### src/rtl/cmt_pkg.sv
package cmt_pkg;
  localparam logic [1:0] ADDR_CSR = 2'd0;
  localparam logic [1:0] ADDR_CNT = 2'd1;
  localparam logic [1:0] ADDR_CMP = 2'd2;
  localparam logic [1:0] ROUTE_IRQ = 2'd2;
  localparam int PRE_W = 9;

  typedef struct packed {
    logic       match;
    logic       ovf;
    logic       cmm;
    logic       ie;
    logic [1:0] route;
    logic [2:0] cks;
  } csr_t;
endpackage

### src/rtl/cmt_prescaler.sv
module cmt_prescaler
  import cmt_pkg::*;
#(
  parameter bit WIDE = 1'b1
) (
  input  logic       clk_i,
  input  logic       rst_ni,
  input  logic       slow_tick_i,
  input  logic       run_i,
  input  logic [2:0] cks_i,
  output logic       tick_o
);
  logic [PRE_W-1:0] lim;
  logic [PRE_W-1:0] pre_q;

  generate
    if (WIDE) begin : g_wide
      always_comb begin
        unique case (cks_i[1:0])
          2'd0:    lim = PRE_W'(7);
          2'd1:    lim = PRE_W'(31);
          2'd2:    lim = PRE_W'(127);
          default: lim = '0;
        endcase
      end
    end else begin : g_narrow
      always_comb begin
        unique case (cks_i[1:0])
          2'd0:    lim = PRE_W'(7);
          2'd1:    lim = PRE_W'(31);
          2'd2:    lim = PRE_W'(127);
          default: lim = PRE_W'(511);
        endcase
      end
    end
  endgenerate

  assign tick_o = run_i & slow_tick_i & (pre_q >= lim);

  always_ff @(posedge clk_i or negedge rst_ni) begin
    if (!rst_ni)          pre_q <= '0;
    else if (!run_i)      pre_q <= '0;
    else if (slow_tick_i) pre_q <= tick_o ? '0 : pre_q + 1'b1;
  end
endmodule

### src/rtl/cmt_counter.sv
module cmt_counter #(
  parameter int CNT_W = 32
) (
  input  logic             clk_i,
  input  logic             rst_ni,
  input  logic             tick_i,
  input  logic             slow_tick_i,
  input  logic             wr_i,
  input  logic [CNT_W-1:0] wdata_i,
  input  logic [CNT_W-1:0] cmp_i,
  output logic [CNT_W-1:0] cnt_o,
  output logic             match_o,
  output logic             wrap_o,
  output logic             load_o
);
  logic [CNT_W-1:0] cnt_q, pend_val_q;
  logic [1:0]       pend_q;

  // pending write lands on the second slow tick; a fresh write restarts it
  assign load_o  = (pend_q == 2'd1) & slow_tick_i & ~wr_i;
  assign match_o = tick_i & ~load_o & (cnt_q == cmp_i);
  assign wrap_o  = tick_i & ~load_o & (cnt_q != cmp_i) & (&cnt_q);
  assign cnt_o   = cnt_q;

  always_ff @(posedge clk_i or negedge rst_ni) begin
    if (!rst_ni) begin
      pend_q     <= '0;
      pend_val_q <= '0;
    end else if (wr_i) begin
      pend_q     <= 2'd2;
      pend_val_q <= wdata_i;
    end else if (slow_tick_i && pend_q != 2'd0) begin
      pend_q     <= pend_q - 2'd1;
    end
  end

  always_ff @(posedge clk_i or negedge rst_ni) begin
    if (!rst_ni)      cnt_q <= '0;
    else if (load_o)  cnt_q <= pend_val_q;
    else if (match_o) cnt_q <= '0;
    else if (tick_i)  cnt_q <= cnt_q + 1'b1;
  end
endmodule

### src/rtl/cmt_csr.sv
module cmt_csr
  import cmt_pkg::*;
#(
  parameter bit WIDE   = 1'b1,
  parameter int DATA_W = 32
) (
  input  logic              clk_i,
  input  logic              rst_ni,
  input  logic              wr_i,
  input  logic [DATA_W-1:0] wdata_i,
  input  logic              match_set_i,
  input  logic              ovf_set_i,
  output csr_t              csr_o,
  output logic [DATA_W-1:0] rdata_o
);
  csr_t csr_q, wr_val;

  generate
    if (WIDE) begin : g_wide
      always_comb begin
        wr_val       = '0;
        wr_val.match = wdata_i[15];
        wr_val.ovf   = wdata_i[14];
        wr_val.cmm   = wdata_i[8];
        wr_val.ie    = wdata_i[7];
        wr_val.route = wdata_i[5:4];
        wr_val.cks   = wdata_i[2:0];
        rdata_o        = '0;
        rdata_o[15]    = csr_q.match;
        rdata_o[14]    = csr_q.ovf;
        rdata_o[8]     = csr_q.cmm;
        rdata_o[7]     = csr_q.ie;
        rdata_o[5:4]   = csr_q.route;
        rdata_o[2:0]   = csr_q.cks;
      end
    end else begin : g_narrow
      always_comb begin
        wr_val       = '0;
        wr_val.match = wdata_i[7];
        wr_val.ie    = wdata_i[6];
        wr_val.cks   = {1'b0, wdata_i[1:0]};
        rdata_o      = '0;
        rdata_o[7]   = csr_q.match;
        rdata_o[6]   = csr_q.ie;
        rdata_o[1:0] = csr_q.cks[1:0];
      end
    end
  endgenerate

  always_ff @(posedge clk_i or negedge rst_ni) begin
    if (!rst_ni) begin
      csr_q <= '0;
    end else begin
      if (wr_i) begin
        csr_q.cmm   <= wr_val.cmm;
        csr_q.ie    <= wr_val.ie;
        csr_q.route <= wr_val.route;
        csr_q.cks   <= wr_val.cks;
      end
      // event set wins over a same-cycle write-zero clear
      csr_q.match <= match_set_i | (csr_q.match & (~wr_i | wr_val.match));
      csr_q.ovf   <= WIDE & (ovf_set_i | (csr_q.ovf & (~wr_i | wr_val.ovf)));
    end
  end

  assign csr_o = csr_q;
endmodule

### src/rtl/cmt_channel.sv
module cmt_channel
  import cmt_pkg::*;
#(
  parameter bit WIDE   = 1'b1,
  parameter int DATA_W = 32
) (
  input  logic              clk_i,
  input  logic              rst_ni,
  input  logic              slow_tick_i,
  input  logic              start_i,
  input  logic [1:0]        sel_i,
  input  logic              wr_i,
  input  logic [DATA_W-1:0] wdata_i,
  output logic [DATA_W-1:0] rdata_o,
  output logic              irq_o
);
  localparam int CNT_W = WIDE ? 32 : 16;

  csr_t              csr;
  logic [DATA_W-1:0] csr_rdata;
  logic [CNT_W-1:0]  cnt_q, cmp_q;
  logic              cnt_tick, load_fire, match_set, ovf_set;
  logic              cnt_wr, csr_wr, cmp_wr;
  logic              match_q, ovf_q, ie_q;

  assign csr_wr = wr_i & (sel_i == ADDR_CSR);
  assign cnt_wr = wr_i & (sel_i == ADDR_CNT);
  assign cmp_wr = wr_i & (sel_i == ADDR_CMP);

  cmt_prescaler #(.WIDE(WIDE)) i_pre (
    .clk_i      (clk_i),
    .rst_ni     (rst_ni),
    .slow_tick_i(slow_tick_i),
    .run_i      (start_i),
    .cks_i      (csr.cks),
    .tick_o     (cnt_tick)
  );

  cmt_counter #(.CNT_W(CNT_W)) i_cnt (
    .clk_i      (clk_i),
    .rst_ni     (rst_ni),
    .tick_i     (cnt_tick),
    .slow_tick_i(slow_tick_i),
    .wr_i       (cnt_wr),
    .wdata_i    (wdata_i[CNT_W-1:0]),
    .cmp_i      (cmp_q),
    .cnt_o      (cnt_q),
    .match_o    (match_set),
    .wrap_o     (ovf_set),
    .load_o     (load_fire)
  );

  cmt_csr #(.WIDE(WIDE), .DATA_W(DATA_W)) i_csr (
    .clk_i      (clk_i),
    .rst_ni     (rst_ni),
    .wr_i       (csr_wr),
    .wdata_i    (wdata_i),
    .match_set_i(match_set),
    .ovf_set_i  (ovf_set),
    .csr_o      (csr),
    .rdata_o    (csr_rdata)
  );

  always_ff @(posedge clk_i or negedge rst_ni) begin
    if (!rst_ni)     cmp_q <= '1;
    else if (cmp_wr) cmp_q <= wdata_i[CNT_W-1:0];
  end

  assign match_q = csr.match;
  assign ovf_q   = csr.ovf;
  assign ie_q    = csr.ie;

  generate
    if (WIDE) begin : g_irq_wide
      assign irq_o = match_q & ie_q & (csr.route == ROUTE_IRQ);
    end else begin : g_irq_narrow
      assign irq_o = match_q & ie_q;
    end
  endgenerate

  always_comb begin
    rdata_o = '0;
    unique case (sel_i)
      ADDR_CSR: rdata_o = csr_rdata;
      ADDR_CNT: rdata_o[CNT_W-1:0] = cnt_q;
      ADDR_CMP: rdata_o[CNT_W-1:0] = cmp_q;
      default:  rdata_o = '0;
    endcase
  end
endmodule

### config.mk
export PLATFORM = sky130hd
export DESIGN_NAME = cmt_channel
export DESIGN_NICKNAME = d
export VERILOG_FILES = /design/src/rtl/cmt_pkg.sv /design/src/rtl/cmt_prescaler.sv /design/src/rtl/cmt_counter.sv /design/src/rtl/cmt_csr.sv /design/src/rtl/cmt_channel.sv
export SDC_FILE = /design/constraint.sdc
export NUM_CORES = 1
export LEC_CHECK = 0
export BUFFER_PORTS_ARGS = -buffer_cell sky130_fd_sc_hd__buf_2
export CORE_ASPECT_RATIO = 1.75
export CORE_UTILIZATION = 41
export CTS_CLUSTER_DIAMETER = 30
export DETAILED_ROUTE_END_ITERATION = 10
export PLACE_DENSITY_LB_ADDON = 0.05
export SYNTH_ARGS = -nofsm -noshare
export SYNTH_HDL_FRONTEND = slang
export SYNTH_SLANG_ARGS = --single-unit
### constraint.sdc
create_clock -name clk_i -period 7.15 [get_ports clk_i]
set_input_delay 1.43 -clock clk_i [delete_from_list [all_inputs] [get_ports clk_i]]
set_output_delay 1.43 -clock clk_i [all_outputs]
set_load 0.05 [all_outputs]
# Word-level counts from Yosys, hierarchy flattened

Cells that the tools add are included.

Register bits: 116
Word-level logic and storage cells: 63

Reductions and logical operators: 7
Equal/unequal tests: 9
Bitwise logic cells: 22
Add/subtract/negate cells: 3
Multiplexer cells: 10
$lt $le $gt $ge: 1

Operators with widths:

| kind                                                                   | number |
|---|---|
| 32-bit two-way mux                                                     | 3 |
| 32-bit one-hot mux with 3 select lines                                 | 1 |
| 32-bit by 1-bit adder with 32-bit output (second input constant)       | 1 |
| 32-bit equality test                                                   | 1 |
| 32-bit != test                                                         | 1 |
| 32-bit AND reduction                                                   | 1 |
| 9-bit two-way mux                                                      | 3 |
| 7-bit one-hot mux with 3 select lines                                  | 1 |
| 1-bit bitwise AND                                                      | 15 |
| 9-bit by 1-bit adder with 9-bit output (second input constant)         | 1 |
| 9-bit by 7-bit greater-or-equal comparator with 1-bit output           | 1 |
| 2-bit by 1-bit equality test with 1-bit output (second input constant) | 3 |
| 2-bit equality test (second input constant)                            | 3 |
| 2-bit zero test                                                        | 2 |
| 2-bit two-way mux                                                      | 2 |
| 1-bit OR                                                               | 4 |
| 2-bit nonzero test                                                     | 2 |
| 1-bit NOT                                                              | 3 |
| 3-bit nonzero test                                                     | 1 |
| 2-bit != test (second input constant)                                  | 1 |
| 2-bit by 1-bit subtractor with 2-bit output (second input constant)    | 1 |
| 1-bit logical AND                                                      | 1 |

# Logic depth before layout (Yosys ltp)

Depth in word-level cells: 9
Depth in mapped cells: 13
Mapped depth without buffers: 10

# By module

A second synthesis with hierarchy kept.

Cell total of the unflattened synthesis: 684
Area total of the unflattened synthesis: 7323.3 µm²

By module, submodules not included:

| module        | cells an instance | area each (µm²) | times used | sequential area each (µm²) |
|---|---|---|---|---|
| cmt_counter   | 405               | 3897.5          | 1          | 1651.6 |
| cmt_channel   | 148               | 2064.5          | 1          | 840.8 |
| cmt_prescaler | 77                | 748.2           | 1          | 225.2 |
| cmt_csr       | 54                | 613.1           | 1          | 225.2 |

# Least setup slack after synthesis

OpenSTA, ideal clock, no wires.

Path type: input -> output
From: in sel_i[1]
To: out rdata_o[0]
Path buffers: 2
Arrival: 3.204 ns
Path slack: 2.516 ns
Required time: 5.720 ns
Cell stages on the path: 4
Cell sequence: buf_2 -> clkbuf_1 -> mux2i_1 -> o21ai_0

Word-level cells in the longest chain between the ends: 2
Elaborated cells between the ends (all ways): 4

RTL lines:

| what                                        | RTL line          | text |
|---|---|---|
| from (decl)                                 | cmt_channel.sv:11 | `input logic [1:0] sel_i,` |
| 2-bit equality test (tied with other cells) | cmt_channel.sv:83 | `unique case (sel_i)` |
| 32-bit one-hot mux with 3 select lines *    | cmt_channel.sv:83 |  |
| to (decl)                                   | cmt_channel.sv:14 | `output logic [DATA_W-1:0] rdata_o,` |

Every way passes the cells marked *; elsewhere a longest branch is shown, timed or not.

# Worst setup path after layout

From: in sel_i[1]
To: out rdata_o[16]

The elaborated chain is that of the path after synthesis.

==> summary.md <==
| Metric | Value |
|---|---|
| H-tree depth | 4 |
| Share of cells above drive strength 1 | 0.335 |
| Vert. Die Dim | around 170 um |
| Yosys warning count | 0 |
| Clock sinks | approximately 120 |
| Netlist cell types | 56 |
| Die X | a little under 100 um |
| Row cnt | 59 |
| Logic pwr share | 0.271 |
| TNS Setup | 0 ps |
| Die footprint | 16100 um2 |
| Resized Gates After CTS | 0 |
| Via count | about 5000 |
| Max_slew headroom | 0.465 |
| Leak | about 3.2 nW |
| Synth Area per Inst | ~11 um2 |
| Leading area contributor after synthesis | dfrtp_1 |
| Diode count | 0 |
| # hold bufs at CTS | 0 |
| Initial drt markers | about 270 |
| CP max FO | 17 |
| Area Overhead vs Synth | 17.7% |
| # fillers | approximately 1400 |
| FFs w/ async S/R, synth | 1.00 |
| Clock share of power | 0.330 |
| Most common cell in the netlist | dfrtp_1 |
| DR WL/cell | 20.5 um |
| Clock buffer depth | 2 |
| Final Setup Violations | 0 |
| Worst Tran Pin Value | about 800 ps |
| Skew final | 12.1 ps |
| Initial antenna violation count | 0 |
| IO Port Bufs | approximately 70 |
| Area of the multi-input gates | 3190 um2 |
| Sw power | 0.937 mW |
| Vias in the first global route | between 5000 and 6000 |
| Main synth FF type | dfrtp_1 |
| Critical Path AT | ~2900 ps |
| Post-DP HPWL | approximately 12000 um |
| All-layer global routing usage | 0.232 |
| Vias per cell | between 5 and 6 |
| Clk slew on worst S/H paths | roughly 50 ps |
| Register Area | around 2900 um2 |
| Pins Over Slew Limit | 0 |
| Mapped Area | roughly 6400 um2 |
| Crit path capture type | primary output |
| Core Box Area | ~15000 um2 |
| Initial Utilization | 0.423 |
| # DRC | 0 |
| Synth top area share | 0.330 |
| Final worst path period share | 0.606 |
| Syn_nets | about 640 |
| Final Critical Period | roughly 4300 ps |
| Ports | 72 |
| Final Hold Fails | 0 |
| Hold Path Class | flip-flop to flip-flop |
| CTS tree | built |
| #FFs+latches synth | between 100 and 150 |
| Post-synthesis sequential area ratio | 0.462 |
| First-pass GRT wire length | approximately 28000 um |
| Final WL | 17400 um |
| Post-route ant nets | 0 |
| Seq pwr share | 0.399 |
| Total grt overflow | 0 |
| Setup CP Type | primary input to primary output |
| Outcome | finished, final reports clean |
| Worst EP required | around 5700 ps |
| Commonest cells post-synth | 84 x dfrtp_1, 70 x mux2_2, 59 x nand2_1 |
| Largest net degree at the start of global routing | 62 |
| Design area | between 7000 and 8000 um2 |
| VDD IR max | 0.256 mV |
| Largest cells by area after synthesis | dfrtp_1 33%, dfstp_2 13%, mux2_2 12% |
| Pint | between 1.5 and 2 mW |
| Post-synth EDFFs | 0 |
| Fmax | about 230 MHz |
| First drt pass iteration count | 4 |
| Max Cap Viol | 0 |
| GP Congestion | just under 0.8 |
| Cell Pwr Density | about 360 nW/um2 |
| Cells after Synth | between 500 and 600 |
| Inserted Clock Buffers | 17 |
| Placed instance area | 6880 um2 |
| Post-CTS setup buffers | 0 |
| Worst-Skew Late Latency | 410 ps |
| Unrepaired setup endpoints after global routing | no |
| Sw frac | 0.348 |
| Clk root buf | clkbuf_16 |
| Final net count | 707 |
| Crit start category | primary input |
-- power groups by stage --
stage	Sequential (mW)	Clock, mW	Combinational [mW]
floorplan	0.996	0	0.575
global placement	1.08	0	0.726
detailed placement	1.08	0	0.737
CTS	1.07	0.903	0.741
global route	1.10	0.934	0.800
finish	1.07	0.887	0.730
-- cells by family after synthesis --
| group | after synthesis | share of synthesized area |
|---|---|---|
| buffers and inverters | 57 | 0.0383 |
| adders and majority gates | 13 | 0.0255 |
| muxes | 80 | 0.139 |
| and+or+nand+nor | 163 | 0.138 |
| DFF | 116 | 0.462 |
| xor gates and xnor gates | 41 | 0.0564 |
| AOI/OAI and AO/OA | 119 | 0.140 |
-- state kept, by name, indices dropped and copies added, names as in the netlist --
| register | flops |
|---|---|
| cmp_q | 32 |
| i_cnt.cnt_o | 32 |
| i_cnt.pend_val_q | 32 |
| i_csr.csr_o | 9 |
| i_pre.pre_q | 9 |
| i_cnt.pend_q | 2 |
-- metrics by stage --
step	util	instances	hold WS, ps	total power [mW]	setup WS (ps)
after CTS	0.498	851	484	2.72	2830
after global placement	0.457	819	470	1.80	2850
after detailed placement	0.457	819	470	1.82	2780
after floorplan	-	589	443	1.57	2520
final	0.498	851	483	2.69	2820
after global routing	0.498	851	509	2.84	2740
-- final timing paths --
check,from,endpoint,slack (ps),cells after the start
worst max-delay path,sel_i[1],rdata_o[16],2820,5
worst min-delay path,i_cnt.pend_val_q[17],i_cnt.cnt_o[17],480,2
worst min register to register,i_cnt.pend_val_q[17],i_cnt.cnt_o[17],480,2
worst max register to register,i_csr.csr_o[1],i_cnt.cnt_o[12],3480,9
max in group asynchronous,rst_ni,i_cnt.pend_val_q[5],4760,2
min in group asynchronous,rst_ni,i_cnt.pend_q[1],1090,1
-- routing by layer --
| layer | wire length [um] | track usage | part of all wire | vias up |
|---|---|---|---|---|
| li1 | - | - | - | 2297 |
| met1 | 6900 | 0.268 | 0.40 | 2411 |
| met2 | 9480 | 0.413 | 0.54 | 123 |
| met3 | 576 | 0.0374 | 0.033 | 26 |
| met4 | 463 | 0.0928 | 0.027 | 0 |
| met5 | 0 | 0 | 0 | - |
-- cell usage in the layout (no fill, tap or decap), types with 5 or more instances in the layout --
cell type  Yosys  final
a31oi_1       15     15
mux2i_1       10     10
and2_1         6      6
and3_1        18     18
ha_1          13     13
clkbuf_16      0     17
inv_1         23     23
a22oi_1        8      8
o211ai_1       7      7
dfrtp_1       84     84
o21ai_0       28     28
nand4_1       17     17
mux2_2        70     70
nand2_1       59     59
nand3_1       13     13
buf_2          8     70
nor3b_1        7      7
buf_4          1     11
xnor2_1       37     37
a22o_1        23     23
nor3_1         6      6
o221ai_1       9      9
nand2b_1       5      5
nor2_1         7      6
dfstp_2       32     32
-- layout make-up --
cell class / count / share of cell area
clock buffers: 24 / 0.0656
clock inverters: 8 / 0.0165
inverters: 23 / 0.0115
multi-input cells: 416 / 0.426
flip-flops and latches: 116 / 0.393
well taps: 183 / 0.0305
repair buffers: 81 / 0.0577
-- critical path, stage by stage --
cell     delay, ps
buf_2          320
nor2b_2        390
buf_4          310
a22o_1         190
buf_2          260
(Power assumes the default switching activity.)
